--- config.mk ---
export PLATFORM = sky130hd
export DESIGN_NAME = adc2l_deser
export DESIGN_NICKNAME = d
export VERILOG_FILES = /design/src/rtl/adc2l_deser.sv
export SDC_FILE = /design/constraint.sdc
export NUM_CORES = 1
export LEC_CHECK = 0
export BUFFER_PORTS_ARGS = -buffer_cell sky130_fd_sc_hd__buf_2
export CORE_ASPECT_RATIO = 1.5
export CORE_MARGIN = 4
export CORE_UTILIZATION = 30
export CTS_BUF_LIST = sky130_fd_sc_hd__clkbuf_8
export CTS_CLUSTER_SIZE = 24
export DETAILED_ROUTE_END_ITERATION = 7
export PLACE_DENSITY = 0.45
export SLEW_MARGIN = 0
export SYNTH_ARGS = -nofsm -noshare
export SYNTH_HDL_FRONTEND = slang
export SYNTH_SLANG_ARGS = --single-unit
--- constraint.sdc ---
create_clock -name bclk -period 3.6 [get_ports bclk]
set_input_delay 0.36 -clock bclk [delete_from_list [all_inputs] [get_ports bclk]]
set_output_delay 0.36 -clock bclk [all_outputs]
set_load 0.01 [all_outputs]
--- src/rtl/adc2l_deser.sv ---
module adc2l_deser #(
  parameter int DW     = 14,
  parameter int OW     = 16,
  parameter int LOCK_N = 4,
  parameter int LOSS_N = 2
) (
  input  logic          bclk,
  input  logic          rst,
  input  logic          ln_odd,
  input  logic          ln_even,
  input  logic          fmark,
  output logic [OW-1:0] smp,
  output logic          smp_vld,
  output logic          frm_lock,
  output logic          pad_err
);
  localparam int LB  = DW / 2 + 1;
  localparam int CPF = LB / 2;
  localparam int HW  = LB + 1;
  localparam int CW  = $clog2(CPF + 1);
  localparam int GW  = $clog2(LOCK_N + 1);
  localparam int BW  = $clog2(LOSS_N + 1);
  localparam logic [LB-1:0] PAT = {{(LB/2){1'b1}}, {(LB-LB/2){1'b0}}};

  logic [2:0]    r_q, f_q;
  logic [HW-1:0] ha, hb, hf;
  logic [CW-1:0] cnt;
  logic [GW-1:0] good;
  logic [BW-1:0] bad;
  logic          off;

  always_ff @(posedge bclk) r_q <= {ln_odd, ln_even, fmark};
  always_ff @(negedge bclk) f_q <= {ln_odd, ln_even, fmark};

  always_ff @(posedge bclk) begin
    ha <= {ha[HW-3:0], r_q[2], f_q[2]};
    hb <= {hb[HW-3:0], r_q[1], f_q[1]};
    hf <= {hf[HW-3:0], r_q[0], f_q[0]};
  end

  wire m0 = hf[LB-1:0] == PAT;
  wire m1 = hf[LB:1] == PAT;
  wire [LB-1:0] wa = off ? ha[LB:1] : ha[LB-1:0];
  wire [LB-1:0] wb = off ? hb[LB:1] : hb[LB-1:0];

  logic [DW-1:0] d;
  always_comb begin
    d = '0;
    for (int i = 0; i < LB - 1; i++) begin
      d[DW-1-2*i] = wa[LB-1-i];
      d[DW-2-2*i] = wb[LB-1-i];
    end
  end

  wire tracking = frm_lock | (good != '0);
  wire fend     = cnt == CW'(CPF - 1);
  wire hit      = tracking ? (off ? m1 : m0) : (m0 | m1);
  wire lock_n   = frm_lock ? !(fend && !hit && bad == BW'(LOSS_N - 1))
                           : (tracking && fend && hit && good == GW'(LOCK_N - 1));
  wire emit     = tracking && fend && lock_n;

  always_ff @(posedge bclk) begin
    if (rst) begin
      frm_lock <= 1'b0;
      smp_vld  <= 1'b0;
      pad_err  <= 1'b0;
      smp      <= '0;
      good     <= '0;
      bad      <= '0;
      cnt      <= '0;
      off      <= 1'b0;
    end else begin
      frm_lock <= lock_n;
      smp_vld  <= emit;
      pad_err  <= emit & (wa[0] | wb[0]);
      if (emit) smp <= {{(OW-DW){d[DW-1]}}, d};
      cnt <= fend ? '0 : cnt + 1'b1;
      if (!tracking) begin
        if (hit) begin
          cnt  <= '0;
          off  <= !m0;
          good <= GW'(1);
        end
      end else if (fend) begin
        if (hit) begin
          bad <= '0;
          if (!frm_lock && good != GW'(LOCK_N)) good <= good + 1'b1;
        end else if (frm_lock) begin
          if (bad == BW'(LOSS_N - 1)) begin
            good <= '0;
            bad  <= '0;
          end else begin
            bad <= bad + 1'b1;
          end
        end else begin
          good <= '0;
        end
      end
    end
  end
endmodule

# --- After elaboration in Yosys (flattened, before gate mapping) ---
# Cells that the tools add are included.
word_totals:
  reg_bits: 59
  latch_bits: 0
  ram_bits: 0
  rom_bits: 0
  inputBits: 5
  out_inout_bits: 19
  word_cells: 65
  mem_count: 0
op_classes:
  add_sub_neg: 3
  multipliers: 0
  div_mod_pow: 0
  order_cmp: 0
  eq_ne: 9
  shift: 0
  muxes: 18
  n_bitwise: 5
  n_reduce_logical: 17
op_table:
  columns: ["operator", "n"]
  rows:
  - ["3-bit 2-to-1 mux", 10]
  - ["8-bit equality test, second input constant", 2]
  - ["8-bit 2-to-1 mux", 2]
  - ["1-bit logical AND", 7]
  - ["3-bit by 1-bit adder with 3-bit output, second input constant", 2]
  - ["3-bit by 2-bit equality test with 1-bit output, second input constant", 2]
  - ["2-bit 2-to-1 mux", 3]
  - ["1-bit zero test", 4]
  - ["4-bit by 2-bit inequality test with 1-bit output, second input constant", 1]
  - ["4-bit AND reduction", 1]
  - ["2-bit nonzero test", 2]
  - ["1-bit 2-to-1 mux", 3]
  - ["3-bit by 2-bit inequality test with 1-bit output, second input constant", 1]
  - ["3-bit inequality test, second input constant", 1]
  - ["1-bit bitwise OR", 3]
  - ["3-bit AND reduction", 1]
  - ["3-bit nonzero test", 1]
  - ["2-bit by 1-bit adder with 2-bit output, second input constant", 1]
  - ["2-bit by 1-bit equality test with 1-bit output, second input constant", 1]
  - ["2-bit by 1-bit inequality test with 1-bit output, second input constant", 1]
  - ["2-bit AND reduction", 1]
  - ["1-bit bitwise AND", 1]
  - ["1-bit NOT", 1]

# --- Logic depth before layout (Yosys ltp) ---
logic_depth:
  word_depth: 10
  mapped_depth: 8
  depth_no_buf: 7

==> impl_results.md <==
* Status: complete, no violations
* Most common cell after layout, fill and taps aside: dfxtp_1
* Drt drc at 0
* WHS Endpoint: r_q[2]
* Internal power at 0.9911 mW
* Post-Synthesis Cells at 181
* Async set-reset flop share out of synthesis at 0%
* Fill cells at 711
* Hold WS at 151.5 ps
* Hold Vio Cnt, Final at 0
* Worst slew pin tran at 745.2 ps
* DR vias at 1346
* Layout cells sized above 1 at 24.30%
* Final setup fails at 0
* Post-synthesis mux area share at 8.062%
* Resize count post-CTS at 0
* Mean post-synth cell area at 11.66 sq um
* Sequential share of the synthesized area at 55.96%
* Switching fraction of total power at 21.18%
* Reg2reg end: hf[0]
* Iter 0 DRT Violations at 73
* PD cells at 513.0 nW/um^2
* Top_reg_cell synth: dfxtp_1
* Met1 WL at 1.602 mm
* Gr ovfl total at 0
* FF-to-FF setup slack at 1380 ps
* I/O pins at 24
* # diodes at 0
* Synth Net Count at 190
* Hold Crit Depth at 1
* H-tree level count at 3
* Worst Setup Start Kind: flop
* Max-cap violation count at 0
* Syn. warnings at 0
* Psw at 0.2663 mW
* Synthesized flop and latch total at 59
* Post-synthesis xor/xnor area fraction at 0%
* Placement Rows at 37
* R2r startpoint: f_q[0]
* Pleak at 0.9817 nW
* Worst-path fanout max at 1
* CP Class: reg -> reg
* Nets at 218
* Post-synth EDFFs at 0
* Number of global-route vias before repair at 1453
* I/O Buffers at 23
* Max rail drop VDD at 0.0003305 V
* Post-synthesis adder-cell area fraction at 2.371%
* R2R cell count at 0
* FF+latch area at 1181 sq um
* Met2 wire length at 1.869 mm
* Hold path startpoint: ln_odd
* Clock share of power at 42.6%
* Clock Tree Root: clkbuf_8
* Highest metal used: met4
* Post-CTS Hold Buffers at 0
* Final ANT Viol Nets at 0
* Layout area overhead at 16.12%
* Most frequent cells in the layout: dfxtp_1 (59), buf_2 (23), nor2_1 (20)
* Routability cong. at 0.7086
* Synth Cell Area at 2111 sq um
* Main combinational cell family by area after synthesis: compound AO/OA/AOI/OAI gates
* Clock sink count at 59
* Setup_tns at 0 ps
* Power share of the combinational group at 2.6%
* Starting Density at 30.81%
* Fraction of the mapped netlist area in simple logic gates at 13.81%
* DR WL/cell at 12.79 microns
* Max-slew violations at 0
* Largest net degree at the start of global routing at 29
* Core area at 6852 sq um
* Relative slew slack at 50.32%
* Hpwl dp at 2.738 mm
* CTS Buf Count at 9
* Die H at 110.7 microns
* Element type at the critical path end: flop
* Cell variety after synth at 41
* Met3 routed WL at 139 microns
* CTS tree: built
* 1st-pass router iterations at 4
* Sequential share of power at 54.8%
* First-pass GRT wire length at 6.775 mm
* DRT Wirelength at 3.736 mm
* Synth Area in Compound Gates at 15.53%
* Clock skew at 42.28 ps
* Worst EP required at 3820 ps
* Multi-input gate area at 839.6 sq um
* Clk buf depth at 2
* Worst-Skew Late Latency at 360 ps
* Antenna violations before repair at 0
* Worst-path clk slew at 60 ps
* DIE WIDTH at 76.49 microns
* HP Class: in -> reg
* DIE AREA at 8470 sq um
* Crit path launch: f_q[0]
* GRT Util Overall at 10.23%
* RSZ-0062 raised after global routing: no
* Post-CTS Setup Bufs at 0
* Worst path depth at 0
* Via-to-Cell Ratio at 4.610
* Critical path arrival at 2440 ps
layer usage:
| metal | global-route usage, % | vias to the layer above |
|---|---|---|
| met5 | 0 | - |
| met4 | 6.651 | 0 |
| met3 | 3.821 | 10 |
| met2 | 16.38 | 27 |
| met1 | 11.25 | 615 |
| li1 | - | 694 |
per-stage QoR:
| stage | worst slack (ps) | cells | utilization (%) | total power, mW | area, sq um |
|---|---|---|---|---|---|
| after floorplan | 1339 | 181 | - | 0.7320 | 2111 |
| final | 1377 | 292 | 35.77 | 1.257 | 2451 |
| after global routing | 1063 | 292 | 35.77 | 1.329 | 2451 |
| after global placement | 1228 | 274 | 33.04 | 0.7435 | 2263 |
| after detailed placement | 1225 | 274 | 33.04 | 0.7439 | 2263 |
| after CTS | 1377 | 292 | 35.77 | 1.284 | 2451 |
how the worst max path moves through the flow:
stage	to	slack [ps]
global placement	f_q[1]	1230
CTS	hf[0]	1380
finish	hf[0]	1380
floorplan	f_q[0]	1340
detailed placement	f_q[0]	1230
global route	smp[0]	1060
power groups by stage:
stage | clock, mW | sequential (mW) | combinational [mW]
floorplan | 0.00693 | 0.700 | 0.0254
global placement | 0.00693 | 0.703 | 0.0334
detailed placement | 0.00693 | 0.704 | 0.0331
CTS | 0.561 | 0.690 | 0.0333
global route | 0.599 | 0.692 | 0.0372
finish | 0.536 | 0.689 | 0.0325
synth_stat cells (all sizes together) (2+ instances only):
| master | instances | area (sq um) |
|---|---|---|
| a211oi | 14 | 135.1 |
| a21oi | 3 | 18.77 |
| a31oi | 3 | 18.77 |
| and2 | 4 | 25.02 |
| buf | 7 | 60.05 |
| clkbuf | 2 | 7.510 |
| dfxtp | 59 | 1181 |
| ha | 4 | 50.05 |
| inv | 6 | 22.52 |
| mux2i | 17 | 170.2 |
| nand2 | 7 | 26.28 |
| nand2b | 5 | 31.28 |
| nand3 | 3 | 15.01 |
| nor2 | 20 | 75.07 |
| nor2b | 2 | 12.51 |
| nor3b | 2 | 31.28 |
| o211a | 2 | 20.02 |
| o21ai | 3 | 15.01 |
cell type report:
type | instances | area share, %
clock buffer | 12 | 6.738
clock inverter | 7 | 1.072
inverter | 5 | 0.7657
multi-input combinational | 107 | 34.25
sequential | 59 | 48.19
tap | 78 | 3.982
timing repair buffer | 24 | 5.003
sequential cells by signal (all words and copies together) (netlist names):
register	cells
frm_lock	1
good	3
f_q	3
smp_vld	1
hf	9
cnt	3
hb	9
off	1
pad_err	1
ha	9
bad	2
r_q	3
smp	14
logic make-up (layout without fill, tap and decap cells):
| family | Yosys count | count (layout) |
|---|---|---|
| DFF | 59 | 59 |
| and+or+nand+nor | 51 | 51 |
| AOI/OAI and AO/OA | 35 | 35 |
| muxes | 17 | 17 |
| buffers and inverters | 15 | 48 |
| adders and majority gates | 4 | 4 |
Power figures use the tool's default switching activity.
